--- src/rtl/seqrom_pkg.sv ---
package seqrom_pkg;

   typedef enum logic [2:0] {
      S_IDLE,
      S_HI,
      S_LO,
      S_LAT,
      S_RDL,
      S_RDH,
      S_PARK
   } seq_state_t;

   function automatic int imax(input int a, input int b);
      return (a > b) ? a : b;
   endfunction

endpackage

--- src/rtl/seqrom_timer.sv ---
module seqrom_timer #(
   parameter int W = 6
) (
   input  logic         clk,
   input  logic         rst_n,
   input  logic         load,
   input  logic [W-1:0] load_val,
   output logic         expired
);
   logic [W-1:0] cnt;

   always_ff @(posedge clk or negedge rst_n) begin
      if (!rst_n)
         cnt <= '0;
      else if (load)
         cnt <= load_val;
      else if (cnt != '0)
         cnt <= cnt - W'(1);
   end

   assign expired = (cnt == '0);
endmodule

--- src/rtl/seqrom_out_buf.sv ---
module seqrom_out_buf #(
   parameter int DATA_W = 16
) (
   input  logic              clk,
   input  logic              rst_n,
   input  logic              load,
   input  logic [DATA_W-1:0] din,
   input  logic              ready,
   output logic              valid,
   output logic [DATA_W-1:0] data,
   output logic              free
);
   always_ff @(posedge clk or negedge rst_n) begin
      if (!rst_n) begin
         valid <= 1'b0;
         data  <= '0;
      end else if (load) begin
         valid <= 1'b1;
         data  <= din;
      end else if (ready) begin
         valid <= 1'b0;
      end
   end

   assign free = !valid || ready;
endmodule

--- src/rtl/seqrom_addr_fmt.sv ---
module seqrom_addr_fmt #(
   parameter int ADDR_W = 22,
   parameter int DATA_W = 16
) (
   input  logic [ADDR_W-1:0] cur,
   output logic [DATA_W-1:0] hi_word,
   output logic [DATA_W-1:0] lo_word
);
   localparam int LO_BITS = DATA_W - 1;
   localparam int HI_BITS = ADDR_W - LO_BITS;

   if (HI_BITS < 1 || HI_BITS > DATA_W) begin : g_bad_width
      $error("seqrom_addr_fmt: address width does not fit two bus phases");
   end

   assign lo_word = {cur[LO_BITS-1:0], 1'b0};

   if (HI_BITS == DATA_W) begin : g_hi_full
      assign hi_word = cur[ADDR_W-1:LO_BITS];
   end else begin : g_hi_pad
      assign hi_word = {{(DATA_W-HI_BITS){1'b0}}, cur[ADDR_W-1:LO_BITS]};
   end
endmodule

--- src/rtl/seqrom_rd_ctrl.sv ---
module seqrom_rd_ctrl
   import seqrom_pkg::*;
#(
   parameter int ADDR_W    = 22,
   parameter int LEN_W     = 16,
   parameter int DATA_W    = 16,
   parameter int PAGE_BITS = 8,
   parameter int T_ALE     = 4,
   parameter int T_LAT     = 48,
   parameter int T_CYC     = 10,
   parameter int T_ACC     = 8
) (
   input  logic              clk,
   input  logic              rst_n,
   input  logic              req_valid,
   output logic              req_ready,
   input  logic [ADDR_W-1:0] req_addr,
   input  logic [LEN_W-1:0]  req_len,
   output logic              done,
   output logic              rom_hlatch,
   output logic              rom_llatch,
   output logic              rom_en_n,
   output logic              rom_strobe_n,
   output logic [DATA_W-1:0] rom_ad_out,
   output logic              rom_ad_oe,
   input  logic [DATA_W-1:0] rom_ad_in,
   output logic              dout_valid,
   input  logic              dout_ready,
   output logic [DATA_W-1:0] dout_data
);
   localparam int MAXT  = imax(imax(T_ALE, T_LAT), imax(T_CYC, T_ACC));
   localparam int TMR_W = $clog2(MAXT + 1);
   localparam logic [TMR_W-1:0] V_ALE = TMR_W'(T_ALE - 1);
   localparam logic [TMR_W-1:0] V_LAT = TMR_W'(T_LAT - 1);
   localparam logic [TMR_W-1:0] V_ACC = TMR_W'(T_ACC - 1);
   localparam logic [TMR_W-1:0] V_GAP = TMR_W'(T_CYC - T_ACC - 1);

   if (T_ALE < 1 || T_LAT < 1 || T_ACC < 1) begin : g_bad_delay
      $error("seqrom_rd_ctrl: every delay count must be at least one cycle");
   end
   if (T_CYC <= T_ACC) begin : g_bad_cycle
      $error("seqrom_rd_ctrl: read cycle must exceed access count");
   end
   if (PAGE_BITS < 1 || PAGE_BITS > DATA_W - 1 || PAGE_BITS >= ADDR_W) begin : g_bad_page
      $error("seqrom_rd_ctrl: page offset width out of range");
   end
   if (LEN_W < 1) begin : g_bad_len
      $error("seqrom_rd_ctrl: length width must be positive");
   end

   seq_state_t        st, nxt;
   logic [ADDR_W-1:0] cur;
   logic [LEN_W-1:0]  rem;
   logic              done_q;
   logic              accept;
   logic              tmr_load, tmr_exp;
   logic [TMR_W-1:0]  tmr_val;
   logic              cap, out_free;
   logic [DATA_W-1:0] hi_word, lo_word;

   assign req_ready = (st == S_IDLE) && !done_q;
   assign accept    = req_valid && req_ready;
   assign done      = done_q;

   seqrom_timer #(.W(TMR_W)) u_timer (
      .clk      (clk),
      .rst_n    (rst_n),
      .load     (tmr_load),
      .load_val (tmr_val),
      .expired  (tmr_exp)
   );

   seqrom_out_buf #(.DATA_W(DATA_W)) u_obuf (
      .clk   (clk),
      .rst_n (rst_n),
      .load  (cap),
      .din   (rom_ad_in),
      .ready (dout_ready),
      .valid (dout_valid),
      .data  (dout_data),
      .free  (out_free)
   );

   seqrom_addr_fmt #(.ADDR_W(ADDR_W), .DATA_W(DATA_W)) u_afmt (
      .cur     (cur),
      .hi_word (hi_word),
      .lo_word (lo_word)
   );

   always_comb begin
      nxt      = st;
      tmr_load = 1'b0;
      tmr_val  = '0;
      cap      = 1'b0;
      case (st)
         S_IDLE: if (accept && req_len != '0) begin
            nxt = S_HI; tmr_load = 1'b1; tmr_val = V_ALE;
         end
         S_HI: if (tmr_exp) begin
            nxt = S_LO; tmr_load = 1'b1; tmr_val = V_ALE;
         end
         S_LO: if (tmr_exp) begin
            nxt = S_LAT; tmr_load = 1'b1; tmr_val = V_LAT;
         end
         S_LAT: if (tmr_exp && out_free) begin
            nxt = S_RDL; tmr_load = 1'b1; tmr_val = V_ACC;
         end
         S_RDL: if (tmr_exp) begin
            cap = 1'b1; nxt = S_RDH; tmr_load = 1'b1; tmr_val = V_GAP;
         end
         S_RDH: if (tmr_exp) begin
            if (rem == '0) begin
               nxt = S_PARK; tmr_load = 1'b1; tmr_val = V_ALE;
            end else if (cur[PAGE_BITS-1:0] == '0) begin
               nxt = S_HI; tmr_load = 1'b1; tmr_val = V_ALE;
            end else if (out_free) begin
               nxt = S_RDL; tmr_load = 1'b1; tmr_val = V_ACC;
            end
         end
         S_PARK: if (tmr_exp) nxt = S_IDLE;
         default: nxt = S_IDLE;
      endcase
   end

   always_ff @(posedge clk or negedge rst_n) begin
      if (!rst_n) begin
         st     <= S_IDLE;
         cur    <= '0;
         rem    <= '0;
         done_q <= 1'b0;
      end else begin
         st     <= nxt;
         done_q <= ((st == S_PARK) && tmr_exp) ||
                   ((st == S_IDLE) && accept && req_len == '0);
         if ((st == S_IDLE) && accept) begin
            cur <= req_addr;
            rem <= req_len;
         end else if (cap) begin
            cur <= cur + ADDR_W'(1);
            rem <= rem - LEN_W'(1);
         end
      end
   end

   assign rom_hlatch   = (st == S_HI) || (st == S_PARK);
   assign rom_llatch   = (st == S_HI) || (st == S_LO);
   assign rom_en_n     = (st == S_IDLE) || (st == S_PARK);
   assign rom_strobe_n = (st != S_RDL);
   assign rom_ad_oe    = (st == S_HI) || (st == S_LO);
   assign rom_ad_out   = (st == S_HI) ? hi_word :
                         (st == S_LO) ? lo_word : '0;
endmodule

--- config.mk ---
export PLATFORM = sky130hd
export DESIGN_NAME = seqrom_rd_ctrl
export DESIGN_NICKNAME = d
export VERILOG_FILES = /design/src/rtl/seqrom_pkg.sv /design/src/rtl/seqrom_timer.sv /design/src/rtl/seqrom_out_buf.sv /design/src/rtl/seqrom_addr_fmt.sv /design/src/rtl/seqrom_rd_ctrl.sv
export SDC_FILE = /design/constraint.sdc
export NUM_CORES = 1
export LEC_CHECK = 0
export ABC_AREA = 1
export BUFFER_PORTS_ARGS = -buffer_cell sky130_fd_sc_hd__buf_2
export CAP_MARGIN = 20
export CORE_AREA = 2 2 98 100
export CTS_BUF_LIST = sky130_fd_sc_hd__clkbuf_2
export CTS_CLUSTER_DIAMETER = 100
export CTS_CLUSTER_SIZE = 25
export DETAILED_ROUTE_END_ITERATION = 16
export DIE_AREA = 0 0 100 102
export GPL_TIMING_DRIVEN = 0
export PLACE_DENSITY = 0.68
export SYNTH_ARGS = -nofsm -noshare
export SYNTH_HDL_FRONTEND = slang
export SYNTH_SLANG_ARGS = --single-unit
--- constraint.sdc ---
create_clock -name clk -period 2.6 [get_ports clk]
set_input_delay 0 -clock clk [delete_from_list [all_inputs] [get_ports clk]]
set_output_delay 0 -clock clk [all_outputs]
set_load 0.01 [all_outputs]
**Word level (Yosys, flattened, before mapping)**

Cells that the tools add are included.

- Add/sub/neg operators: 3
- Multiply operators: 0
- Div/mod/pow operators: 0
- Magnitude comparators: 0
- Equal/unequal tests: 15
- Shift operators: 0
- Multiplexer cells: 40
- Bitwise operators: 0
- Reduce and logical (&&, ||, !) cells: 26

Operator list:

| operator | count |
|---|---|
| 16-bit 2-to-1 mux | 4 |
| 3-bit 2-to-1 mux | 15 |
| 22-bit 2-to-1 mux | 2 |
| 6-bit case mux with 6 select lines | 1 |
| 16-bit zero test | 2 |
| 22-bit by 1-bit adder with 22-bit output (second input constant) | 1 |
| 3-bit case mux with 7 select lines | 1 |
| 6-bit 2-to-1 mux | 3 |
| 16-bit nonzero test | 1 |
| 16-bit by 1-bit subtractor with 16-bit output (second input constant) | 1 |
| 2-bit inequality test (second input constant) | 6 |
| 1-bit 2-to-1 mux | 11 |
| 3-bit equality test (second input constant) | 3 |
| 8-bit zero test | 1 |
| 8-bit AND reduction | 1 |
| 1-bit logical AND | 7 |
| 3-bit by 2-bit equality test with 1-bit output (second input constant) | 2 |
| 6-bit zero test | 1 |
| 2-bit nonzero test | 3 |
| 6-bit nonzero test | 1 |
| 6-bit by 1-bit subtractor with 6-bit output (second input constant) | 1 |
| 1-bit logical OR | 5 |
| 2-bit 2-to-1 mux | 2 |
| 4-bit inequality test (second input constant) | 1 |
| other kinds (7) | 8 |

- Flip-flop bits (word level): 65
- Bits in latches: 0
- Bits in writable memories: 0
- Memory bits (read-only): 0
- Bits of input ports: 58
- Output and inout port bits: 40
- Word-level logic and storage cells: 91
- Memories kept: 0

**Depth between registers and ports, before layout**

- Word-level depth: 8
- Mapped depth: 12
- Depth with buffers taken out: 11

**Cells and area by module**

From an unflattened synthesis, not the netlist that was laid out.

- Cells, all modules: 650
- Area total of the unflattened synthesis: 4593.2 um^2

Modules (own cells, without submodules):

| module | instances | cells each | area an instance (um^2) | sequential area each (um^2) |
|---|---|---|---|---|
| seqrom_rd_ctrl | 1 | 490 | 3260.6 | 1051.0 |
| seqrom_out_buf | 1 | 72 | 675.6 | 425.4 |
| seqrom_timer | 1 | 55 | 412.9 | 150.1 |
| seqrom_addr_fmt | 1 | 33 | 244.0 | 0.0 |

**Worst setup path after synthesis**

No wires, ideal clock.

- Kind: register -> register
- Start: register rem[0]
- End: register u_timer.cnt[1]
- Library setup time: 123 ps
- Arrival time: 1470 ps
- Data required time: 2477 ps
- Path slack: 1007 ps
- Stages on the path, launching flop included: 12
- Buffers on the path: 0
- Period minus slack after synthesis: 1593 ps
- Path through: dfrtp_1 inv_1 ha_1 nand2_1 nor2_1 nand2_1 nand2_1 nand2_1 nand3_2 nor2_2 nand2_1 nand2_1

- Word-level cells in the longest chain between the ends: 5
- Elaborated cells on any way between the ends: 9
- Those cells by class: mux (7); reduce/logical (2)

RTL lines:

| item | line | text |
|---|---|---|
| start: declaration | seqrom_rd_ctrl.sv:53 | `logic [LEN_W-1:0] rem;` |
| start signal: assignment | seqrom_rd_ctrl.sv:137 | `rem <= req_len;` |
| start signal: assignment | seqrom_rd_ctrl.sv:140 | `rem <= rem - LEN_W'(1);` |
| 16-bit zero test * | seqrom_rd_ctrl.sv:112 | `if (rem == '0) begin` |
| 3-bit 2-to-1 mux or 1-bit 2-to-1 mux (tied branches) | seqrom_rd_ctrl.sv:112 |  |
| 3-bit 2-to-1 mux or 1-bit 2-to-1 mux (tied branches) | seqrom_rd_ctrl.sv:111 | `S_RDH: if (tmr_exp) begin` |
| 6-bit case mux with 6 select lines or 1-bit case mux with 4 select lines (tied branches) | seqrom_rd_ctrl.sv:95 | `case (st)` |
| 6-bit 2-to-1 mux or 2-bit nonzero test (tied branches) | -- |  |
| end signal: assignment | seqrom_timer.sv:16 | `cnt <= load_val;` |
| end signal: assignment | seqrom_timer.sv:18 | `cnt <= cnt - W'(1);` |
| end: declaration | seqrom_timer.sv:10 | `logic [W-1:0] cnt;` |

Mark *: on every way between the ends. The rest lies on a longest branch, timed or not.
A chain may end at the register's enable or synchronous reset.

**Worst setup path after layout**

- Start: register u_timer.cnt[0]
- End: register rem[12]

- Word-level cells in the longest chain between the ends: 4

RTL lines:

| item | line | text |
|---|---|---|
| 6-bit zero test | seqrom_timer.sv:21 | `assign expired = (cnt == '0);` |
| 1-bit 2-to-1 mux | seqrom_rd_ctrl.sv:108 | `S_RDL: if (tmr_exp) begin` |
| 1-bit 2-to-1 mux | seqrom_rd_ctrl.sv:95 |  |
| 2-bit nonzero test (no line) | -- |  |

No other way between the ends.

==> tab_implementation.tex <==
\begin{tabular}{lr}
\hline
Metric & Value \\
\hline
\multicolumn{2}{l}{\textbf{Run status}} \\
Run status & completed \\
\multicolumn{2}{l}{\textbf{Detailed routing}} \\
Vias/cell & 5.03 \\
Detailed Route WL & 12100 um \\
Post-route DRC violation count & 0 \\
Vias & 4354 \\
First-iteration detailed-routing DRC count & 178 \\
Final antenna-violating net count & 0 \\
Detailed Routing Iterations Pass 1 & 5 \\
Routed length per instance & 14.0 um \\
\multicolumn{2}{l}{\textbf{Synthesis}} \\
Share of synthesized area occupied by flip-flops and latches & 40.1\% \\
Largest cells by area after synthesis & dfrtp\_1 (40\%), nand2\_1 (18\%), inv\_1 (6.2\%) \\
Flops \& latches, synth & 65 \\
Async set or reset register ratio after synthesis & 100\% \\
Number of distinct library cells after synthesis & 34 \\
Yosys synthesis warning count & 0 \\
Nets in the synthesized netlist & 640 \\
Post-synthesis instance area & 0.00406 sq mm \\
Number of synthesized flops with an enable pin & 0 \\
Cell taking the most area after synthesis & dfrtp\_1 \\
Yosys top cell area share & 40.1\% \\
Mean instance size in the synthesized netlist & 7.03 sq um \\
Post-synthesis instance total & 577 \\
Most instantiated flip-flop cell in the synthesis netlist & dfrtp\_1 \\
\multicolumn{2}{l}{\textbf{Global route}} \\
Overflow left after global routing & 0 \\
Total global routing track utilization & 24.4\% \\
Largest net degree at the start of global routing & 66 \\
Vias in the first global route & 4176 \\
Antenna violations before repair & 0 \\
Global-route wire length before repair & 19500 um \\
\multicolumn{2}{l}{\textbf{Final layout}} \\
Area of all sequential standard cells & 0.00163 sq mm \\
Synth-to-layout area growth & 35.0\% \\
End-of-flow core utilization & 60.2\% \\
Fill cells & 869 \\
Area of combinational cells with multiple inputs & 0.00205 sq mm \\
Final non-filler cell total & 865 \\
Net count reported at finish & 812 \\
Final antenna diode count & 0 \\
Layout cells sized above 1 & 19.4\% \\
\multicolumn{2}{l}{\textbf{Power and ir drop}} \\
Comb power frac & 51.4\% \\
Power density cells & 987 mW/mm\^{}2 \\
Peak supply drop & 0.473 mV \\
Fraction of power spent switching nets & 45.7\% \\
Part of the power in the clock network & 14.0\% \\
Net switching power & 2.47 mW \\
Internal power contribution & 2.94 mW \\
Leak Pwr & 2.79 nW \\
Seq pwr share & 34.6\% \\
\multicolumn{2}{l}{\textbf{Setup path}} \\
Endpoint type of the worst setup path & flip-flop \\
Minimum setup slack among reg-to-reg paths & 190 ps \\
WS Path Type & flip-flop to flip-flop \\
Critical path cell sequence & inv\_1 -> ha\_1 -> nand2\_1 -> nor2\_4 -> nand2\_4 -> clkinv\_1 -> buf\_2 -> nand2\_1 -> o211ai\_1 -> dlygate4sd3\_1 \\
CP arrival & 2910 ps \\
CP max stage delay & 570 ps \\
Worst R2R Start & u\_timer.cnt[0] \\
Cell seen most often among critical-path stages & nand2\_1 \\
CP Max Fanout & 10 \\
Cell with the biggest individual delay on the critical path & dlygate4sd3\_1 \\
Start point of the critical path & u\_timer.cnt[0] \\
Combined buffer and inverter count along the critical path & 4 \\
Data required time of the worst path & 3100 ps \\
Kind of start point of the critical path & flip-flop \\
Top cell family by delay on the critical path & buffers and inverters \\
\multicolumn{2}{l}{\textbf{CTS}} \\
Post-CTS setup repair buffer count & 0 \\
TritonCTS clock tree & built \\
Number of buffers on the longest clock path & 2 \\
Buffer cell driving the clock tree root & clkbuf\_2 \\
Maximum level of the CTS H-tree & 3 \\
Num Clock Sinks & 65 \\
Inserted Clock Buffers & 9 \\
Register clock-pin slew on the reported worst setup and hold paths & 220 ps \\
Clock latency reported for the late side of the worst-skew pair & 540 ps \\
\multicolumn{2}{l}{\textbf{Floorplanning}} \\
Core region area & 0.00911 sq mm \\
Die height & 102 um \\
Number of primary I/O pins & 98 \\
Rows & 35 \\
Die Width & 100 um \\
Effective utilization at floorplan & 44.6\% \\
Die footprint & 0.0102 sq mm \\
\multicolumn{2}{l}{\textbf{Placement}} \\
Number of I/O port buffers & 97 \\
Hpwl dp & 8380 um \\
Routability congestion estimate & 0.909 \\
Number of cells in the design after placement & 785 \\
\multicolumn{2}{l}{\textbf{STA}} \\
Max Clock Skew & 31.6 ps \\
Worst Max-Slew Pin Slew & 850 ps \\
Worst slew margin relative to its limit & 43.3\% \\
Final-layout setup total negative slack & 0 ps \\
Final critical path time including I/O delays and setup & 2410 ps \\
Setup repair after global routing missed its margin & false \\
Fmax & 0.415 GHz \\
Pins Over Slew Limit & 0 \\
Final Hold Viols & 0 \\
Final cycle utilization of the critical path & 92.7\% \\
Finish-stage setup viols & 0 \\
\multicolumn{2}{l}{\textbf{Hold path}} \\
HP Start & req\_valid \\
Class of the worst hold path & primary input to flip-flop \\
\multicolumn{2}{l}{\textbf{Run}} \\
Number of maximum-capacitance constraint violations & 0 \\
\hline
\end{tabular}
area by class of cell:
| type | instances | area share (%) |
|---|---|---|
| clock inverters | 7 | 1.87 |
| well taps | 111 | 2.53 |
| flip-flops and latches | 65 | 29.7 |
| inverters | 71 | 4.86 |
| multi-input cells | 422 | 37.5 |
| repair buffers | 161 | 20.6 |
| plain buffers | 19 | 2.15 |
| clock buffers | 9 | 0.822 |
layout by cell type, fill, tap and decap left out, types with 4 or more instances in the layout:
cell type	Yosys	routed
o21ai_0	19	19
a21oi_1	10	10
o21ai_1	4	4
o211ai_1	15	15
buf_4	3	4
xor2_1	20	20
inv_1	67	67
buf_2	10	106
ha_1	5	5
nor3_1	10	10
nand4_1	10	10
dlygate4sd3_1	0	64
clkbuf_2	0	9
nor2_1	65	65
nand2_1	194	194
dfrtp_1	65	65
o22ai_1	8	8
nand3_1	37	37
final timing paths:
check | end | cells past startpoint
max | rem[12] | 10
min | rem[6] | 5
max reg2reg | rem[12] | 10
min reg2reg | u_obuf.data[12] | 2
max in group asynchronous | cur[20] | 2
min in group asynchronous | cur[12] | 2
logic make-up (layout without fill, tap and decap cells):
logic type	after synthesis	count (layout)	synth area share [%]
flip-flops	65	65	40.1
AND/OR/NAND/NOR	330	330	34.1
AO/OA/AOI/OAI	64	64	9.86
XOR/XNOR	23	23	4.96
adder cells (fa/ha/maj)	5	5	1.54
buffers and inverters	90	267	9.46
metrics by stage:
| stage | total power, mW | hold WS (ps) | setup WS (ps) | area [sq um] |
|---|---|---|---|---|
| finish | 5.41 | 8.65 | 189 | 5480 |
| global route | 5.91 | 25.6 | 22.9 | 5480 |
| CTS | 5.40 | 5.82 | 185 | 5470 |
| detailed placement | 4.50 | 166 | 683 | 4690 |
| global placement | 4.43 | 194 | 721 | 4680 |
| floorplan | 3.69 | -296 | 1010 | 4060 |
power groups by stage:
stage               logic [mW]  registers (mW)  clock network [mW]
floorplan                 1.85            1.85                   0
global placement          2.56            1.87                   0
global route              3.16            1.93               0.818
finish                    2.78            1.87               0.760
CTS                       2.77            1.86               0.769
detailed placement        2.62            1.87                   0
worst register-to-register path: cells and delay by family (launching register included):
kind,cells,cell delay [ps]
AOI/OAI and AO/OA,1,90
adders and majority gates,1,190
buffers and inverters,4,1150
DFF,1,430
and+or+nand+nor,4,540
what timing repair did:
| action | in CTS | in global routing |
|---|---|---|
| gates resized for setup | 0 | 1 |
| endpoints found under the hold margin | 122 | 0 |
| hold buffers | 64 | 0 |
| endpoints found under the setup margin | 0 | 3 |
flip-flops by register name, indices dropped and copies added (netlist names):
| signal | flops |
|---|---|
| rem | 16 |
| cur | 22 |
| done | 1 |
| u_timer.cnt | 6 |
| st | 3 |
| u_obuf.data | 16 |
| u_obuf.valid | 1 |
cell usage after synthesis, types with 2 or more instances:
cell type and number:
o22ai_1 8, nand4_1 10, nand2_2 4, dfrtp_1 65, buf_2 10, o221ai_1 3
nor3_1 10, nor2_4 3, buf_4 3, nor2_1 65, a21oi_1 10, nand3_2 2
xnor2_1 3, buf_6 3, clkbuf_1 3, ha_1 5, xor2_1 20, o21ai_1 4
inv_2 3, o21ai_0 19, nand3_1 37, inv_1 67, nand2_1 194, o211ai_1 15
nor2_2 2
metal layers:
layer	track usage (%)	vias up	wire length [um]
met5	0	-	0
met4	8.01	0	246
met3	4.72	25	477
met2	42.4	116	5880
met1	30.8	2031	5490
li1	-	2182	-
(Power assumes the default switching activity.)
